[src/rtl/tws_pkg.sv]
package tws_pkg;
  typedef enum logic [2:0] {
    PH_IDLE, PH_DEV, PH_ADDR, PH_WDATA, PH_RDATA, PH_IGNORE
  } phase_t;

  // Strobes from control to the memory datapath
  typedef struct packed {
    logic wrEn;
    logic eraseAll;
    logic ptrLoad;
    logic ptrInc;
  } memStrobe_t;
endpackage

[src/rtl/tws_edge.sv]
module tws_edge #(
  parameter int SYNC_STAGES = 2
) (
  input  logic clk,
  input  logic rstN,
  input  logic sclIn,
  input  logic sdaIn,
  output logic sclRise,
  output logic sclFall,
  output logic startSeen,
  output logic stopSeen,
  output logic sdaNow
);
  localparam int PIPE = SYNC_STAGES + 1;

  logic [PIPE-1:0] sclPipe;
  logic [PIPE-1:0] sdaPipe;

  always_ff @(posedge clk or negedge rstN) begin
    if (!rstN) begin
      sclPipe <= '1;
      sdaPipe <= '1;
    end else begin
      sclPipe <= {sclPipe[PIPE-2:0], sclIn};
      sdaPipe <= {sdaPipe[PIPE-2:0], sdaIn};
    end
  end

  logic sclCur, sclOld, sdaCur, sdaOld;
  assign sclCur = sclPipe[PIPE-2];
  assign sclOld = sclPipe[PIPE-1];
  assign sdaCur = sdaPipe[PIPE-2];
  assign sdaOld = sdaPipe[PIPE-1];

  assign sclRise   = sclCur & ~sclOld;
  assign sclFall   = ~sclCur & sclOld;
  assign startSeen = sclCur & sclOld & sdaOld & ~sdaCur;
  assign stopSeen  = sclCur & sclOld & ~sdaOld & sdaCur;
  assign sdaNow    = sdaCur;
endmodule

[src/rtl/tws_ctrl.sv]
module tws_ctrl
  import tws_pkg::*;
#(
  parameter int          ADDR_W     = 6,
  parameter logic [6:0]  DEV_ID     = 7'h53,
  parameter logic [23:0] ERASE_ADDR = 24'hFFFFFF
) (
  input  logic              clk,
  input  logic              rstN,
  input  logic              serEnN,
  input  logic              sclRise,
  input  logic              sclFall,
  input  logic              startSeen,
  input  logic              stopSeen,
  input  logic              sdaNow,
  input  logic [7:0]        rdByte,
  output memStrobe_t        memSt,
  output logic [ADDR_W-1:0] loadAddr,
  output logic [7:0]        wrData,
  output logic              sdaPullLow
);
  phase_t      phase, pendPhase;
  logic [3:0]  bitCnt;
  logic [7:0]  shReg, txByte;
  logic [15:0] addrAcc;
  logic [1:0]  addrIdx;
  logic        ackPending, eraseSel;

  logic [7:0]  rxMsb, rxLsb;
  logic [23:0] addrFull;
  logic        lastBit, ackBit, readLoad, busy;

  assign rxMsb    = {shReg[6:0], sdaNow};
  assign rxLsb    = {sdaNow, shReg[7:1]};
  assign addrFull = {addrAcc, rxMsb};
  assign loadAddr = addrFull[ADDR_W-1:0];
  assign wrData   = rxLsb;

  assign busy     = !serEnN && phase != PH_IDLE && phase != PH_IGNORE;
  assign lastBit  = busy && sclRise && bitCnt == 4'd7;
  assign ackBit   = busy && sclRise && bitCnt == 4'd8;
  // fetch a byte after a read device byte, or after a master acknowledge
  assign readLoad = ackBit && pendPhase == PH_RDATA && (phase != PH_RDATA || !sdaNow);

  always_comb begin
    memSt          = '0;
    memSt.wrEn     = lastBit && phase == PH_WDATA && !eraseSel;
    memSt.eraseAll = lastBit && phase == PH_WDATA && eraseSel;
    memSt.ptrLoad  = lastBit && phase == PH_ADDR && addrIdx == 2'd2;
    memSt.ptrInc   = memSt.wrEn || readLoad;
  end

  always_ff @(posedge clk or negedge rstN) begin
    if (!rstN) begin
      phase      <= PH_IDLE;
      pendPhase  <= PH_IDLE;
      bitCnt     <= '0;
      shReg      <= '0;
      txByte     <= '0;
      addrAcc    <= '0;
      addrIdx    <= '0;
      ackPending <= 1'b0;
      eraseSel   <= 1'b0;
      sdaPullLow <= 1'b0;
    end else if (serEnN) begin
      phase      <= PH_IDLE;
      bitCnt     <= '0;
      ackPending <= 1'b0;
      sdaPullLow <= 1'b0;
    end else if (startSeen) begin
      phase      <= PH_DEV;
      bitCnt     <= '0;
      ackPending <= 1'b0;
      sdaPullLow <= 1'b0;
    end else if (stopSeen) begin
      phase      <= PH_IDLE;
      bitCnt     <= '0;
      ackPending <= 1'b0;
      sdaPullLow <= 1'b0;
    end else begin
      if (busy && sclRise) begin
        bitCnt <= (bitCnt == 4'd8) ? 4'd0 : 4'(bitCnt + 4'd1);
        if (bitCnt < 4'd8) shReg <= (phase == PH_WDATA) ? rxLsb : rxMsb;
        if (bitCnt == 4'd7) begin
          case (phase)
            PH_DEV: begin
              addrIdx <= '0;
              if (rxMsb[7:1] == DEV_ID) begin
                ackPending <= 1'b1;
                pendPhase  <= rxMsb[0] ? PH_RDATA : PH_ADDR;
              end else begin
                ackPending <= 1'b0;
                pendPhase  <= PH_IGNORE;
              end
            end
            PH_ADDR: begin
              ackPending <= 1'b1;
              addrAcc    <= addrFull[15:0];
              addrIdx    <= addrIdx + 2'd1;
              if (addrIdx == 2'd2) begin
                pendPhase <= PH_WDATA;
                eraseSel  <= (addrFull == ERASE_ADDR);
              end else begin
                pendPhase <= PH_ADDR;
              end
            end
            PH_WDATA: begin
              ackPending <= 1'b1;
              pendPhase  <= PH_WDATA;
            end
            default: begin
              ackPending <= 1'b0;
              pendPhase  <= PH_RDATA;
            end
          endcase
        end
        if (bitCnt == 4'd8) begin
          phase <= (phase == PH_RDATA && sdaNow) ? PH_IGNORE : pendPhase;
          if (readLoad) txByte <= rdByte;
        end
      end
      if (sclFall) begin
        if (!busy)                sdaPullLow <= 1'b0;
        else if (bitCnt == 4'd8)  sdaPullLow <= ackPending;
        else if (phase == PH_RDATA) sdaPullLow <= !txByte[bitCnt[2:0]];
        else                      sdaPullLow <= 1'b0;
      end
    end
  end
endmodule

[src/rtl/tws_datapath.sv]
module tws_datapath
  import tws_pkg::*;
#(
  parameter int ADDR_W = 6
) (
  input  logic              clk,
  input  logic              rstN,
  input  memStrobe_t        memSt,
  input  logic [ADDR_W-1:0] loadAddr,
  input  logic [7:0]        wrData,
  output logic [7:0]        rdByte
);
  localparam int DEPTH = 1 << ADDR_W;

  logic [7:0]        memArr [DEPTH];
  logic [ADDR_W-1:0] ptr;

  always_ff @(posedge clk or negedge rstN) begin
    if (!rstN) begin
      ptr <= '0;
      for (int i = 0; i < DEPTH; i++) memArr[i] <= 8'h00;
    end else begin
      if (memSt.eraseAll) begin
        for (int i = 0; i < DEPTH; i++) memArr[i] <= 8'h00;
      end else if (memSt.wrEn) begin
        memArr[ptr] <= wrData;
      end
      if (memSt.ptrLoad)     ptr <= loadAddr;
      else if (memSt.ptrInc) ptr <= ptr + 1'b1;
    end
  end

  assign rdByte = memArr[ptr];
endmodule

[src/rtl/tws_cfgmem_slave.sv]
module tws_cfgmem_slave
  import tws_pkg::*;
#(
  parameter int          ADDR_W      = 6,
  parameter int          SYNC_STAGES = 2,
  parameter logic [6:0]  DEV_ID      = 7'h53,
  parameter logic [23:0] ERASE_ADDR  = 24'hFFFFFF
) (
  input  logic clk,
  input  logic rstN,
  input  logic serEnN,
  input  logic sclIn,
  input  logic sdaIn,
  output logic sdaPullLow
);
  logic sclRise, sclFall, startSeen, stopSeen, sdaNow;
  memStrobe_t        memSt;
  logic [ADDR_W-1:0] loadAddr;
  logic [7:0]        wrData, rdByte;

  tws_edge #(.SYNC_STAGES(SYNC_STAGES)) uEdge (
    .clk(clk), .rstN(rstN), .sclIn(sclIn), .sdaIn(sdaIn),
    .sclRise(sclRise), .sclFall(sclFall), .startSeen(startSeen),
    .stopSeen(stopSeen), .sdaNow(sdaNow)
  );

  tws_ctrl #(.ADDR_W(ADDR_W), .DEV_ID(DEV_ID), .ERASE_ADDR(ERASE_ADDR)) uCtrl (
    .clk(clk), .rstN(rstN), .serEnN(serEnN), .sclRise(sclRise), .sclFall(sclFall),
    .startSeen(startSeen), .stopSeen(stopSeen), .sdaNow(sdaNow), .rdByte(rdByte),
    .memSt(memSt), .loadAddr(loadAddr), .wrData(wrData), .sdaPullLow(sdaPullLow)
  );

  tws_datapath #(.ADDR_W(ADDR_W)) uDp (
    .clk(clk), .rstN(rstN), .memSt(memSt), .loadAddr(loadAddr),
    .wrData(wrData), .rdByte(rdByte)
  );
endmodule

[config.mk]
export PLATFORM = sky130hd
export DESIGN_NAME = tws_cfgmem_slave
export DESIGN_NICKNAME = d
export VERILOG_FILES = /design/src/rtl/tws_pkg.sv /design/src/rtl/tws_edge.sv /design/src/rtl/tws_ctrl.sv /design/src/rtl/tws_datapath.sv /design/src/rtl/tws_cfgmem_slave.sv
export SDC_FILE = /design/constraint.sdc
export NUM_CORES = 1
export LEC_CHECK = 0
export ABC_AREA = 1
export BUFFER_PORTS_ARGS = -buffer_cell sky130_fd_sc_hd__buf_4
export CORE_MARGIN = 4
export CORE_UTILIZATION = 50
export DETAILED_ROUTE_END_ITERATION = 12
export GPL_ROUTABILITY_DRIVEN = 0
export PLACE_DENSITY = 0.65
export SYNTH_ARGS = -nofsm -noshare
export SYNTH_HDL_FRONTEND = slang
export SYNTH_SLANG_ARGS = --single-unit
[constraint.sdc]
create_clock -name clk -period 2.3 [get_ports clk]
set_input_delay 0.23 -clock clk [delete_from_list [all_inputs] [get_ports clk]]
set_output_delay 0.23 -clock clk [all_outputs]
set_load 0.05 [all_outputs]
==> reports/metrics.csv <==
stage,metric,value,unit
placed_design,numPortBuffers,5,
logic_synthesis,yosys_warnings,0,
logic_synthesis,synth_common_cells,"nand2_1 (2,175), dfrtp_1 (565), inv_1 (523)",
die,design.core.area,60200,sq um
worst_setup_path,critPathCaptureType,flip-flop,
global_routing,grt_overflow,0,
sta,hold_ws,94.2,ps
routing,wl_per_cell,17.7,microns
sta,finalCritPeriodShare,0.982,
worst_setup_path,arrival,2830,ps
global_routing,grt_pass1_vias,25167,
die,start_util,0.504,
sta,min_period,2260,ps
layout,finish.utilization,0.572,
worst_hold_path,hold_path_class,input pin to async pin,
logic_synthesis,synthTopCellsByArea,"dfrtp_1 (47%), nand2_1 (27%), inv_1 (6.5%), nand3_1 (3.4%), o21ai_4 (3.2%)",
cts,cts_tree,yes,
worst_setup_path,startpoint_type,flip-flop,
cts,cts_buffers,61,
global_routing,grt_pass1_wl,144,mm
routing,routed_via_density,5.12,
layout,area_growth,13.6,%
sta,finClkSkew,35.3,ps
placed_design,postPlaceCellArea,32300,sq um
logic_synthesis,ys.flop_type,dfrtp_1,
die,io_pins,6,
cts,cts-root-buf,clkbuf_16,
cts,clk_pin_slew_worst_paths,60,ps
routing,initialDrtViolationCount,2552,
worst_setup_path,cp_cell_sequence,"buf_4, nor2_4, buf_12, inv_1, nor2_1, inv_2, nor2_1, inv_1, nor2_4, nand2_1, nand2_1",
outcome,status,completed,
routing,drt_pass1_iterations,6,
die,die_w,254,microns
cts,clock-sinks,571,
logic_synthesis,synth-edff-count,0,
placed_design,dp_hpwl,57.4,mm
cts,cts_max_level,2,
layout,design_area,34500,sq um
global_routing,grt_use_total,0.280,
logic_synthesis,synth_nets,4260,
die,die_area,64700,sq um
routing,num_vias,26226,
power,total_power,23.2,mW
sta,slew_violations,0,
logic_synthesis,yosysUniqueCellTypes,36,
sta,worst_pin_slew,657,ps
global_routing,grt_max_degree,107,
routing,routed_wl,90.8,mm
logic_synthesis,ys_ff_latch,571,
logic_synthesis,postSynth.asyncResetShare,1.00,
power,ir_drop,0.705,mV
logic_synthesis,avgSynthCellArea,7.14,sq um
global_routing,grt_antenna_before_repair,0,
power,pwr_density_cell,671,nW/um^2
job,drv_cap,0,
logic_synthesis,synth_top_area_cell,dfrtp_1,
sta,rsz0062_at_grt,true,
logic_synthesis,yosysMostFrequentCell,nand2_1,
layout,n_antenna_cell,0,
layout,stdcell_count,5126,
die,placementRows,90,
sta,finalSetupViolations,0,
logic_synthesis,netlist_area,30400,sq um
logic_synthesis,synthCells,4252,
cts,clk_latency,650,ps
routing,drc,0,
placed_design,dp_cells,5009,
sta,relSlewSlack,0.562,
worst_setup_path,critPathRequiredTime,2870,ps
die,die_h,254,microns
worst_setup_path,slowest_stage,dfrtp_1,
worst_setup_path,critPathMaxStageDelay,420,ps
worst_setup_path,crit_fanout,21,
layout,layout-drive-gt1-share,0.107,
power,leakage,18.1,nW
sta,finalHoldViolCount,0,
layout,nets,4306,
logic_synthesis,synth_top_area_share,0.466,
sta,clock.fmax,443,MHz
logic_synthesis,seq_area_frac_synth,0.471,
worst_setup_path,path_class,flip-flop to flip-flop,
cts,clockBufferDepth,3,
routing,ant_nets,0,
[worst max-delay path: cells and delay by family, from the launching register on]
family / cells / cell delay (ps)
DFF: 1 / 420
buffers and inverters: 5 / 790
and+or+nand+nor: 6 / 970
[where the power goes]
| part | total, mW | switching (mW) | internal (mW) |
|---|---|---|---|
| Clock | 10.0 | 4.17 | 5.87 |
| Combinational | 2.48 | 2.11 | 0.371 |
| Sequential | 10.6 | 0.458 | 10.2 |
| Total | 23.2 | 6.74 | 16.4 |
[state kept, by name, summed over array words and instances (netlist names), 3 cells and up]
signal           count
uCtrl.txByte         8
uEdge.sdaPipe        3
uCtrl.pendPhase      3
uEdge.sclPipe        3
uCtrl.bitCnt         4
uCtrl.addrAcc       16
uCtrl.phase          3
uDp.memArr         512
uCtrl.shReg          8
uDp.ptr              6
[kinds of logic after synthesis]
logic type / after synthesis / synth area share
buffers and inverters: 715 / 0.0940
AO/OA/AOI/OAI: 241 / 0.0671
AND/OR/NAND/NOR: 2720 / 0.366
flip-flops: 571 / 0.471
XOR/XNOR: 2 / 0.000577
adder cells (fa/ha/maj): 3 / 0.00124
[per-stage QoR]
step,TNS (ps),setup slack (ps)
5_1_grt,-53.1,-20.4
3_3_place_gp,0,69.4
2_1_floorplan,0,548
4_1_cts,0,75.1
3_5_place_dp,0,83.9
6_report,0,41.1
[final cells by class]
class | count | area (sq um)
tap | 782 | 978
fill | 5732 | 25800
inverter | 540 | 2040
multi-input combinational | 2966 | 13300
sequential | 571 | 14300
clock buffer | 91 | 1860
timing repair buffer | 158 | 1820
clock inverter | 18 | 171
[placed cells by master, fill, tap and decap left out, types with 10 or more instances in the layout]
cell	n
nand2_1	2175
dfrtp_1	556
inv_1	523
nand3_1	207
nor2_1	202
buf_4	104
o21ai_0	88
nor2_4	66
clkbuf_16	65
o211ai_1	60
o21ai_4	59
buf_12	43
or2_2	32
clkbuf_8	18
inv_2	16
a21oi_1	16
nor2_2	13
clkinv_2	13
nand4_1	12
clkbuf_1	10
[repair_timing]
item / CTS / global route
setup endpoints to repair: 0 / 93
buffers inserted: 0 / 2
gates resized for setup: 0 / 28
hold buffers: 4 / 0
hold endpoints to repair: 346 / 0
[metal layers]
metal  global-route usage  wire (microns)
met3               0.0412            6190
met2                0.435           40400
met4               0.0856            2700
met1                0.411           41500
met5                    0               0
[path summary, 6_finish.rpt]
check | cells after the start | to | slack [ps] | from
setup / recovery | 11 | uDp.memArr[375] | 40 | uDp.ptr[2]
hold / removal | 2 | uDp.memArr[58] | 90 | rstN
setup reg to reg | 11 | uDp.memArr[375] | 40 | uDp.ptr[2]
hold reg to reg | 0 | uEdge.sclPipe[1] | 360 | uEdge.sclPipe[0]
max in group asynchronous | 4 | uDp.memArr[328] | 1320 | rstN
min in group clk | 2 | uEdge.sdaPipe[0] | 250 | sdaIn
No activity file was read; power rests on OpenSTA's default activity.
